==> config.mk <==
export PLATFORM = sky130hd
export DESIGN_NAME = hist_track_top
export DESIGN_NICKNAME = d
export VERILOG_FILES = /design/src/rtl/hist_track_pkg.sv /design/src/rtl/hist_score_dp.sv /design/src/rtl/track_ctrl.sv /design/src/rtl/hist_track_top.sv
export SDC_FILE = /design/constraint.sdc
export NUM_CORES = 1
export LEC_CHECK = 0
export BUFFER_PORTS_ARGS = -buffer_cell sky130_fd_sc_hd__clkbuf_2
export CELL_PAD_IN_SITES_DETAIL_PLACEMENT = 0
export CELL_PAD_IN_SITES_GLOBAL_PLACEMENT = 1
export CORE_MARGIN = 2
export CORE_UTILIZATION = 51
export DETAILED_ROUTE_END_ITERATION = 6
export PLACE_DENSITY_LB_ADDON = 0.08
export SETUP_SLACK_MARGIN = 0.3
export SYNTH_ARGS = -nofsm -noshare
export SYNTH_HDL_FRONTEND = slang
export SYNTH_SLANG_ARGS = --single-unit
==> constraint.sdc <==
create_clock -name clk -period 25.8 [get_ports clk]
set_input_delay 5.16 -clock clk [delete_from_list [all_inputs] [get_ports clk]]
set_output_delay 5.16 -clock clk [all_outputs]
set_load 0.03 [all_outputs]
==> src/rtl/hist_track_pkg.sv <==
package hist_track_pkg;
  // Strobes from the control to the datapath
  typedef struct packed {
    logic frameClear;  // clear scores and window state
    logic refReplace;  // copy the winner's bins into the reference
  } dpStrobe_t;
endpackage

==> src/rtl/hist_score_dp.sv <==
module hist_score_dp
  import hist_track_pkg::*;
#(
  parameter int NUM_WIN  = 4,
  parameter int NUM_BINS = 8,
  parameter int BIN_W    = 8,
  parameter int POS_W    = 12,
  localparam int WIN_W   = $clog2(NUM_WIN),
  localparam int IDX_W   = $clog2(NUM_BINS),
  localparam int SCORE_W = BIN_W + $clog2(NUM_BINS) + 1
) (
  input  logic                      clk,
  input  logic                      rst_n,
  input  dpStrobe_t                 strobe,
  input  logic                      refWrite,
  input  logic                      binValid,
  input  logic [WIN_W-1:0]          binWin,
  input  logic [IDX_W-1:0]          binIdx,
  input  logic [BIN_W-1:0]          binVal,
  input  logic [BIN_W-1:0]          binWeight,
  input  logic signed [POS_W-1:0]   binX,
  input  logic signed [POS_W-1:0]   binY,
  input  logic                      trainMode,
  output logic                      anySeen,
  output logic signed [SCORE_W-1:0] bestScore,
  output logic signed [POS_W-1:0]   bestX,
  output logic signed [POS_W-1:0]   bestY
);
  logic [BIN_W-1:0]          refMem  [NUM_BINS];
  logic [BIN_W-1:0]          histMem [NUM_WIN][NUM_BINS];
  logic signed [SCORE_W-1:0] score   [NUM_WIN];
  logic signed [POS_W-1:0]   winX    [NUM_WIN];
  logic signed [POS_W-1:0]   winY    [NUM_WIN];
  logic [NUM_WIN-1:0]        seen;
  logic [WIN_W-1:0]          bestId;

  // Contribution of the current beat
  logic [BIN_W-1:0]          refCur, absDiff;
  logic signed [SCORE_W-1:0] contrib;
  logic                      takeBin;

  always_comb begin
    refCur  = refMem[binIdx];
    absDiff = (binVal >= refCur) ? binVal - refCur : refCur - binVal;
    if (trainMode)
      contrib = (binVal <= refCur) ? SCORE_W'(binWeight) : -SCORE_W'(binWeight);
    else
      contrib = SCORE_W'(absDiff);
    takeBin = binValid && !refWrite && !strobe.frameClear;
  end

  always_ff @(posedge clk or negedge rst_n) begin
    if (!rst_n) begin
      seen <= '0;
      for (int w = 0; w < NUM_WIN; w++) begin
        score[w] <= '0;
        winX[w]  <= '0;
        winY[w]  <= '0;
        for (int b = 0; b < NUM_BINS; b++) histMem[w][b] <= '0;
      end
    end else if (strobe.frameClear) begin
      seen <= '0;
      for (int w = 0; w < NUM_WIN; w++) score[w] <= '0;
    end else if (takeBin) begin
      seen[binWin]            <= 1'b1;
      score[binWin]           <= score[binWin] + contrib;
      winX[binWin]            <= binX;
      winY[binWin]            <= binY;
      histMem[binWin][binIdx] <= binVal;
    end
  end

  always_ff @(posedge clk or negedge rst_n) begin
    if (!rst_n) begin
      for (int b = 0; b < NUM_BINS; b++) refMem[b] <= '0;
    end else if (strobe.refReplace) begin
      for (int b = 0; b < NUM_BINS; b++) refMem[b] <= histMem[bestId][b];
    end else if (binValid && refWrite && !strobe.frameClear) begin
      refMem[binIdx] <= binVal;
    end
  end

  // Minimum search: ascending ids with strict less-than keeps the lowest id on ties
  always_comb begin
    anySeen   = 1'b0;
    bestId    = '0;
    bestScore = '0;
    for (int w = 0; w < NUM_WIN; w++) begin
      if (seen[w] && (!anySeen || score[w] < bestScore)) begin
        anySeen   = 1'b1;
        bestId    = WIN_W'(w);
        bestScore = score[w];
      end
    end
    bestX = winX[bestId];
    bestY = winY[bestId];
  end

  // A window with no beat this frame still holds a zero score
  for (genvar w = 0; w < NUM_WIN; w++) begin : g_chk
    p_unseen_zero_r2: assert property (@(posedge clk) disable iff (!rst_n)
      !seen[w] |-> score[w] == '0);
  end

  // After a frame clear no window is a candidate
  p_clear_empties_r9: assert property (@(posedge clk) disable iff (!rst_n)
    strobe.frameClear |=> seen == '0);
endmodule

==> src/rtl/track_ctrl.sv <==
module track_ctrl
  import hist_track_pkg::*;
#(
  parameter int POS_W      = 12,
  parameter int BIN_W      = 8,
  parameter int NUM_BINS   = 8,
  parameter int STEP_SHIFT = 2,
  parameter int CENTER_X   = 64,
  parameter int CENTER_Y   = 48,
  parameter int BASE_R     = 4,
  parameter int INC_R      = 2,
  parameter int MAX_R      = 10,
  parameter int RAD_W      = 5,
  localparam int SCORE_W   = BIN_W + $clog2(NUM_BINS) + 1
) (
  input  logic                      clk,
  input  logic                      rst_n,
  input  logic                      initStrobe,
  input  logic signed [POS_W-1:0]   initX,
  input  logic signed [POS_W-1:0]   initY,
  input  logic                      frameEnd,
  input  logic                      trainMode,
  input  logic signed [SCORE_W-1:0] thresh,
  input  logic                      anySeen,
  input  logic signed [SCORE_W-1:0] bestScore,
  input  logic signed [POS_W-1:0]   bestX,
  input  logic signed [POS_W-1:0]   bestY,
  output dpStrobe_t                 strobe,
  output logic                      decValid,
  output logic signed [POS_W-1:0]   tgtX,
  output logic signed [POS_W-1:0]   tgtY,
  output logic signed [POS_W-1:0]   predX,
  output logic signed [POS_W-1:0]   predY,
  output logic                      searchMode,
  output logic [RAD_W-1:0]          searchRadius,
  output logic signed [POS_W-1:0]   panStep,
  output logic signed [POS_W-1:0]   tiltStep
);
  logic             frameEvt, accept;
  logic [RAD_W:0]   radSum;

  // Signed divide by 2^STEP_SHIFT, rounding toward zero
  function automatic logic signed [POS_W-1:0] toStep(input logic signed [POS_W:0] d);
    logic signed [POS_W:0] adj;
    adj = (d < 0) ? d + (POS_W+1)'((1 << STEP_SHIFT) - 1) : d;
    return POS_W'(adj >>> STEP_SHIFT);
  endfunction

  always_comb begin
    frameEvt          = frameEnd && !initStrobe;
    accept            = anySeen && (bestScore < thresh);
    radSum            = {1'b0, searchRadius} + (RAD_W+1)'(INC_R);
    strobe.frameClear = frameEnd || initStrobe;
    strobe.refReplace = frameEvt && accept && !trainMode;
  end

  always_ff @(posedge clk or negedge rst_n) begin
    if (!rst_n) begin
      decValid     <= 1'b0;
      tgtX         <= '0;
      tgtY         <= '0;
      predX        <= '0;
      predY        <= '0;
      searchMode   <= 1'b0;
      searchRadius <= RAD_W'(BASE_R);
      panStep      <= '0;
      tiltStep     <= '0;
    end else begin
      decValid <= frameEvt;
      if (initStrobe) begin
        tgtX         <= initX;
        tgtY         <= initY;
        predX        <= initX;
        predY        <= initY;
        searchMode   <= 1'b0;
        searchRadius <= RAD_W'(BASE_R);
        panStep      <= '0;
        tiltStep     <= '0;
      end else if (frameEvt) begin
        if (accept) begin
          tgtX         <= bestX;
          tgtY         <= bestY;
          predX        <= bestX + (bestX - tgtX);
          predY        <= bestY + (bestY - tgtY);
          searchMode   <= 1'b0;
          searchRadius <= RAD_W'(BASE_R);
          panStep      <= toStep({bestX[POS_W-1], bestX} - (POS_W+1)'(CENTER_X));
          tiltStep     <= toStep({bestY[POS_W-1], bestY} - (POS_W+1)'(CENTER_Y));
        end else begin
          searchMode   <= 1'b1;
          searchRadius <= (radSum > (RAD_W+1)'(MAX_R)) ? RAD_W'(MAX_R) : radSum[RAD_W-1:0];
          panStep      <= '0;
          tiltStep     <= '0;
        end
      end
    end
  end

  p_result_next_r9: assert property (@(posedge clk) disable iff (!rst_n)
    frameEnd && !initStrobe |=> decValid);
  p_track_base_r3: assert property (@(posedge clk) disable iff (!rst_n)
    !searchMode |-> searchRadius == RAD_W'(BASE_R));
  p_radius_cap_r5: assert property (@(posedge clk) disable iff (!rst_n)
    searchRadius <= RAD_W'(MAX_R));
  p_lost_holds_r5: assert property (@(posedge clk) disable iff (!rst_n)
    decValid && searchMode |-> $stable(tgtX) && $stable(tgtY) && panStep == '0 && tiltStep == '0);
endmodule

==> src/rtl/hist_track_top.sv <==
module hist_track_top
  import hist_track_pkg::*;
#(
  parameter int NUM_WIN    = 4,
  parameter int NUM_BINS   = 8,
  parameter int BIN_W      = 8,
  parameter int POS_W      = 12,
  parameter int STEP_SHIFT = 2,
  parameter int CENTER_X   = 64,
  parameter int CENTER_Y   = 48,
  parameter int BASE_R     = 4,
  parameter int INC_R      = 2,
  parameter int MAX_R      = 10,
  parameter int RAD_W      = 5,
  localparam int WIN_W     = $clog2(NUM_WIN),
  localparam int IDX_W     = $clog2(NUM_BINS),
  localparam int SCORE_W   = BIN_W + $clog2(NUM_BINS) + 1
) (
  input  logic                      clk,
  input  logic                      rst_n,
  input  logic                      initStrobe,
  input  logic signed [POS_W-1:0]   initX,
  input  logic signed [POS_W-1:0]   initY,
  input  logic                      refWrite,
  input  logic                      binValid,
  input  logic [WIN_W-1:0]          binWin,
  input  logic [IDX_W-1:0]          binIdx,
  input  logic [BIN_W-1:0]          binVal,
  input  logic [BIN_W-1:0]          binWeight,
  input  logic signed [POS_W-1:0]   binX,
  input  logic signed [POS_W-1:0]   binY,
  input  logic                      frameEnd,
  input  logic                      trainMode,
  input  logic signed [SCORE_W-1:0] thresh,
  output logic                      decValid,
  output logic signed [POS_W-1:0]   tgtX,
  output logic signed [POS_W-1:0]   tgtY,
  output logic signed [POS_W-1:0]   predX,
  output logic signed [POS_W-1:0]   predY,
  output logic                      searchMode,
  output logic [RAD_W-1:0]          searchRadius,
  output logic signed [POS_W-1:0]   panStep,
  output logic signed [POS_W-1:0]   tiltStep
);
  dpStrobe_t                 strobe;
  logic                      anySeen;
  logic signed [SCORE_W-1:0] bestScore;
  logic signed [POS_W-1:0]   bestX, bestY;

  hist_score_dp #(.NUM_WIN(NUM_WIN), .NUM_BINS(NUM_BINS), .BIN_W(BIN_W), .POS_W(POS_W)) u_dp (
    .clk(clk), .rst_n(rst_n), .strobe(strobe), .refWrite(refWrite), .binValid(binValid),
    .binWin(binWin), .binIdx(binIdx), .binVal(binVal), .binWeight(binWeight),
    .binX(binX), .binY(binY), .trainMode(trainMode), .anySeen(anySeen),
    .bestScore(bestScore), .bestX(bestX), .bestY(bestY));

  track_ctrl #(.POS_W(POS_W), .BIN_W(BIN_W), .NUM_BINS(NUM_BINS), .STEP_SHIFT(STEP_SHIFT),
               .CENTER_X(CENTER_X), .CENTER_Y(CENTER_Y), .BASE_R(BASE_R), .INC_R(INC_R),
               .MAX_R(MAX_R), .RAD_W(RAD_W)) u_ctrl (
    .clk(clk), .rst_n(rst_n), .initStrobe(initStrobe), .initX(initX), .initY(initY),
    .frameEnd(frameEnd), .trainMode(trainMode), .thresh(thresh), .anySeen(anySeen),
    .bestScore(bestScore), .bestX(bestX), .bestY(bestY), .strobe(strobe),
    .decValid(decValid), .tgtX(tgtX), .tgtY(tgtY), .predX(predX), .predY(predY),
    .searchMode(searchMode), .searchRadius(searchRadius), .panStep(panStep),
    .tiltStep(tiltStep));
endmodule

==> impl_metrics.ini, run 1 <==
[run_status]
run_status = finished clean

[timing]
setup_viol = 0
timing.clock.skew_ns = 0.02379
period_needed_ns = 12.10
setup_total_negative_slack_ns = 0
report.final.hold_viol_count = 0
fmaxAchievable_mhz = 82.63
max-slew-margin-rel_pct = 19.75
finalCritPeriodShare_pct = 46.91
final.hold.worst_slack_ns = 0.4702
worst_slew_pin_tran_ns = 1.199
rsz0062_at_grt = false
timing_max_transition_violations_final = 0

[worst_setup_path]
crit_path_end_kind = flop
cp_data_arrival_time_ns = 12.58
timing.critical_path.slowest_cell_delay_ns = 0.84
worstPathRequired_ns = 26.28
setup.worst_path.start_class = flop
timing.critical_path.buf_inv = 3
critPathTopFamily = compound AO/OA/AOI/OAI gates
cell_repeated_most_along_the_worst_path = o21ai_0
critical_path.slowest_cell = a2111oi_0
path_class = flop to flop
reg2reg_slack_ns = 13.70
cp_max_fo = 92

[grt]
grt_usage_pct = 27.86
maximum_number_of_pins_on_one_net_before_global_route_repair = 129
grt_antenna_before_repair = 2
grt_first_pass_wirelength_um = 130600
via_count_of_the_first_global_routing_pass = 23180
grt_overflow_total = 0

[power_and_ir_drop]
combPwrFrac_pct = 18.6
power.clock.fraction_pct = 38.1
cellPowerDensity_nw_per_um2 = 69.84
netSwitchingPower_uw = 662.5
netSwitchingFraction_pct = 29.34
cell_internal_pwr_uw = 1596
power.total_uw = 2258
static-leakage-power_uw = 0.01527
worst_ir_drop_vdd_mv = 0.05848
sequentialPowerShare_pct = 43.3

[finish]
design.final.nets = 3473
fillers = 5077
areaGrowthSynthToFinish_pct = 11.60
mostFrequentLayoutCell = nand2_1
multiInputGateArea_um2 = 14270
seq_area_um2 = 13610
top_library_cells_by_usage_in_the_layout_fill_and_taps_aside = nand2_1 (789), dfrtp_1 (543), o21ai_0 (435)
layout-drive-gt1-share_pct = 15.07

[clocking]
cts_hold_buffers = 0
clk_root_buffer_cell = clkbuf_16
cts-root-to-sink-buffers = 3
cts_htree_levels = 2
clock_tree_from_tritoncts = built
cts_resized = 0
clkLatencyLatePin_ns = 0.64
clock_sink_count = 544
clk_pin_slew_worst_paths_ns = 0.06
cts-buffers-inserted = 59
post_cts.repair.setup_buffers = 0

[routing]
ant_nets = 0
num_vias = 23410
wl_um = 81470
routed_via_density = 5.724
dr.first_iter.drc_count = 1551
drt_first_pass_iters = 6
drt-wirelength-per-cell_um = 19.92
remaining_drcs = 0

[yosys]
synth.top_cell.area_share_pct = 46.90
yosys_register_bits = 544
synth.cell_area_um2 = 28970
synth_fp_nets = 3419
proportion_of_synthesized_chip_area_in_sequential_cells_pct = 46.99
synth-edff-count = 0
async_reset_ff_share_pct = 100.0
netlist.top_cell.by_area = dfrtp_1
synth_warnings = 0
yosys.cell_types.count = 84
yosys-top-cells-area = dfrtp_1 (47%), nand2_1 (10%), o21ai_0 (7.5%)
synthCells = 3231
avgSynthCellArea_um2 = 8.967
ys.flop_type = dfrtp_1

[floorplanning]
floorplan.initialDensity_pct = 51.48
dieHeight_um = 242.3
die-area_um2 = 58730
die_w_um = 242.3
io_pins = 167
row_count = 87
core_region_um2 = 56280

[placement]
gpl.final_weighted_congestion = 0.9113
post-dp-hpwl_um = 54450
buffer_ports.inserted = 165

[worst_hold_path]
hold_class = flop to flop

[run]
max-cap-violations = 0
[Yosys cell counts, types with 4 or more instances]
cell type    n
nor3b_1      4
nor2_1     135
a21o_1      15
o22ai_1      7
nand4_1      7
inv_1       93
xor2_1      23
o211a_1      4
o21ai_1      4
or3_1        7
and2_1       8
a22o_1      15
o21ai_0    435
nand2_1    789
buf_1       16
a21boi_0     7
nor3_1      29
buf_2        8
a21oi_1    289
clkbuf_1   186
a221oi_1     8
nor2b_1     13
and3_1      17
or2_2        5
o31ai_1      7
xnor2_1     44
buf_4        4
o31a_1       9
dfrtp_1    543
o21bai_1     5
a22oi_1     17
mux2i_1     93
mux2_2     148
fa_1         5
mux4_2      12
o211ai_1    15
nand3_1     20
ha_1        95
nand2b_1    19
o21a_1       6
a211oi_1     8
[routing by layer]
metal,up-vias,wire (µm),global-route usage [%]
li1,11160,-,-
met1,11500,35480,37.18
met2,597,39670,46.99
met3,142,3902,3.711
met4,0,2417,9.241
met5,-,0,0
[flip-flops by register name, indices dropped and copies added, names as in the netlist, 11 cells and up]
register	flops
u_ctrl.panStep	11
u_ctrl.predX	12
u_ctrl.predY	12
u_ctrl.tgtX	12
u_ctrl.tgtY	12
u_ctrl.tiltStep	11
u_dp.histMem	256
u_dp.refMem	64
u_dp.score	48
u_dp.winX	48
u_dp.winY	48
[path summary, 6_finish.rpt]
| check | startpoint | end | depth (start not counted) |
|---|---|---|---|
| min in group asynchronous | rst_n | u_dp.score[20] | 1 |
| min reg2reg | u_dp.winX[30] | u_dp.winX[30] | 2 |
| min | u_dp.winX[30] | u_dp.winX[30] | 2 |
| max reg2reg | u_dp.seen[0] | u_ctrl.predY[9] | 38 |
| max in group asynchronous | rst_n | u_dp.winY[46] | 3 |
| max | u_dp.seen[0] | u_ctrl.predY[9] | 38 |
[area by class of cell]
class	count	area share, %
diodes	2	0.01548
clock buffers	89	5.503
clock inverters	18	0.6579
inverters	93	1.080
multi-input cells	2379	44.13
flip-flops and latches	544	42.11
well taps	756	2.926
repair buffers	208	3.583
[kinds of logic (layout without fill, tap and decap cells)]
logic type / Yosys count / count (layout) / share of synthesized area (%)
compound gates: 881 / 881 / 17.12
xor+xnor: 67 / 67 / 2.025
fa+ha+maj: 100 / 100 / 4.448
buf+inv: 308 / 408 / 4.103
flops: 544 / 544 / 46.99
mux: 255 / 255 / 10.02
other cells: 1 / 3 / 0.01294
simple gates: 1075 / 1075 / 15.28
[per-stage QoR]
step	cell area [µm²]	utilization [%]	instances	setup WS, ns
final	32330	57.45	4089	13.70
after global routing	32330	57.45	4089	12.43
after floorplan	28970	-	3231	15.05
after detailed placement	30340	53.90	3980	13.87
after global placement	30340	53.90	3980	14.38
after CTS	32330	57.44	4087	13.80
[worst min-delay path, cell delays in order (launching register included)]
cell	delay, ns
dfrtp_1	0.34
nand2_1	0.05
nand2_1	0.05
[power by group through the flow]
stage                     registers, µW  clock network, µW  logic, µW
after floorplan                    1000                  0        273
after global placement              988                  0        408
after detailed placement            992                  0        420
after CTS                           977                876        422
after global routing                986                913        469
final                               978                861        419
(Power assumes the default switching activity.)
==> run 2: changes to the inputs <==
- CORE_UTILIZATION: 51 -> 43
- clock period: 25.8 -> 10.1 ns (I/O delays scaled with it)
==> impl_metrics.ini, run 2 (same netlist as run 1, synthesis figures left out) <==
[clocking]
clock_sink_count = 544
cts-buffers-inserted = 66
clock_tree_from_tritoncts = built
clkLatencyLatePin_ns = 0.61
clk_pin_slew_worst_paths_ns = 0.06
cts-root-to-sink-buffers = 3
cts_htree_levels = 3
clk_root_buffer_cell = clkbuf_16

[power_and_ir_drop]
power.total_uw = 5935
worst_ir_drop_vdd_mv = 0.1249
cellPowerDensity_nw_per_um2 = 180.2
static-leakage-power_uw = 0.01547

[timing]
timing_max_transition_violations_final = 0
worst_slew_pin_tran_ns = 1.144
timing.clock.skew_ns = 0.02305
setup_total_negative_slack_ns = 0
fmaxAchievable_mhz = 108.9
report.final.hold_viol_count = 0
setup_viol = 0
period_needed_ns = 9.179
finalCritPeriodShare_pct = 90.89
max-slew-margin-rel_pct = 23.57
rsz0062_at_grt = false

[finish]
areaGrowthSynthToFinish_pct = 13.67
layout-drive-gt1-share_pct = 15.92
design.final.nets = 3497
largestRegisters = u_dp.histMem (256), u_dp.refMem (64)
largest_reg_flops = 256
fillers = 6411
top_library_cells_by_usage_in_the_layout_fill_and_taps_aside = nand2_1 (788), dfrtp_1 (542), o21ai_0 (432)
mostFrequentLayoutCell = nand2_1
registers.top_by_ff_count = u_dp.histMem

[routing]
num_vias = 23340
routed_via_density = 5.514
drt_first_pass_iters = 5
remaining_drcs = 0
drt-wirelength-per-cell_um = 20.55
wl_um = 86960
ant_nets = 0
dr.first_iter.drc_count = 1646

[grt]
via_count_of_the_first_global_routing_pass = 23510
grt_overflow_total = 0
maximum_number_of_pins_on_one_net_before_global_route_repair = 180
grt_first_pass_wirelength_um = 137700
grt_antenna_before_repair = 5
grt_usage_pct = 25.18

[worst_setup_path]
path_class = flop to flop
ff_to_ff_end = u_dp.refMem[44]
cp_data_arrival_time_ns = 9.68
cp_max_fo = 128
cell_repeated_most_along_the_worst_path = o21ai_0
worstPathRequired_ns = 10.60
timing.critical_path.to = u_dp.refMem[44]
reg2reg_slack_ns = 0.92
timing.critical_path.slowest_cell_delay_ns = 0.55
crit_path_end_kind = flop
cp_launch_point = u_dp.seen[0]
critical_path.slowest_cell = dfrtp_4
setup.worst_path.start_class = flop
worst_r2r_startpoint = u_dp.seen[0]
reg2reg_depth = 39

[floorplanning]
core_region_um2 = 66920
floorplan.initialDensity_pct = 43.29
dieHeight_um = 263.6
die_w_um = 263.6
io_pins = 167
row_count = 95
die-area_um2 = 69470

[placement]
post-dp-hpwl_um = 57480
buffer_ports.inserted = 165
gpl.final_weighted_congestion = 0.9109

[worst_hold_path]
hold_class = flop to flop

[run]
max-cap-violations = 0

[run_status]
run_status = finished clean
==> run 2: final cells by class <==
cell class | instances | area, µm² | share of cell area, %
antenna | 4 | 10.01 | 0.03040
clock buffer | 95 | 1943 | 5.900
clock inverter | 19 | 191.4 | 0.5813
inverter | 93 | 349.1 | 1.060
multi-input combinational | 2380 | 14370 | 43.63
sequential | 544 | 13620 | 41.35
tap | 873 | 1092 | 3.317
timing repair buffer | 224 | 1359 | 4.126
==> run 2: power breakdown <==
part,switching [µW],internal (µW)
clock,955,1390
sequential,123,2380
combinational,670,421
total,1750,4190
==> run 2: timing repair <==
action | 4_1_cts | 5_1_grt
hold buffers | 0 | 0
endpoints found under the setup margin | 71 | 137
endpoints found under the hold margin | 0 | 0
setup buffers | 0 | 8
gates cloned | 1 | 0
gates resized for setup | 2 | 13
pin swaps | 0 | 3
==> run 2: worst min path at each step <==
stage | endpoint | cells past startpoint | start | slack (ns)
after floorplan | u_dp.winX[32] | 2 | u_dp.winX[32] | 0.44
after global placement | u_dp.winX[29] | 2 | u_dp.winX[29] | 0.45
after detailed placement | u_dp.winY[32] | 2 | u_dp.winY[32] | 0.46
after CTS | u_dp.winY[32] | 2 | u_dp.winY[32] | 0.47
after global routing | u_dp.winX[35] | 2 | u_dp.winX[35] | 0.49
final | u_dp.winX[31] | 2 | u_dp.winX[31] | 0.47
==> run 2: critical path: cells and delay by family, from the launching register on <==
kind / cells / cell delay, ns
multiplexers: 1 / 0.33
buffers and inverters: 4 / 0.91
flip-flops: 1 / 0.55
AND/OR/NAND/NOR: 13 / 2.40
AO/OA/AOI/OAI: 16 / 3.09
adder cells (fa/ha/maj): 4 / 1.45
XOR/XNOR: 1 / 0.18
==> run 2: through the flow <==
step           hold WS, ns  cells  worst slack, ns  utilization [%]  cell area [µm²]
2_1_floorplan       0.4374   3231           0.3021                -            29010
3_3_place_gp        0.4526   4105           0.4328            45.78            30630
3_5_place_dp        0.4581   4105           0.1762            45.78            30630
4_1_cts             0.4717   4220           0.4737            49.00            32790
5_1_grt             0.4865   4231           0.3016            49.21            32930
6_report            0.4700   4232           0.9206            49.21            32930
==> run 2: per-layer routing <==
layer	up-vias	GRT usage, %	part of all wire (%)	routed length, µm
li1	11230	-	-	-
met4	4	7.985	2.7	2346
met2	491	42.92	49	42750
met1	11480	33.16	44	38390
met3	135	3.452	4.0	3458
met5	-	0	0.018	16
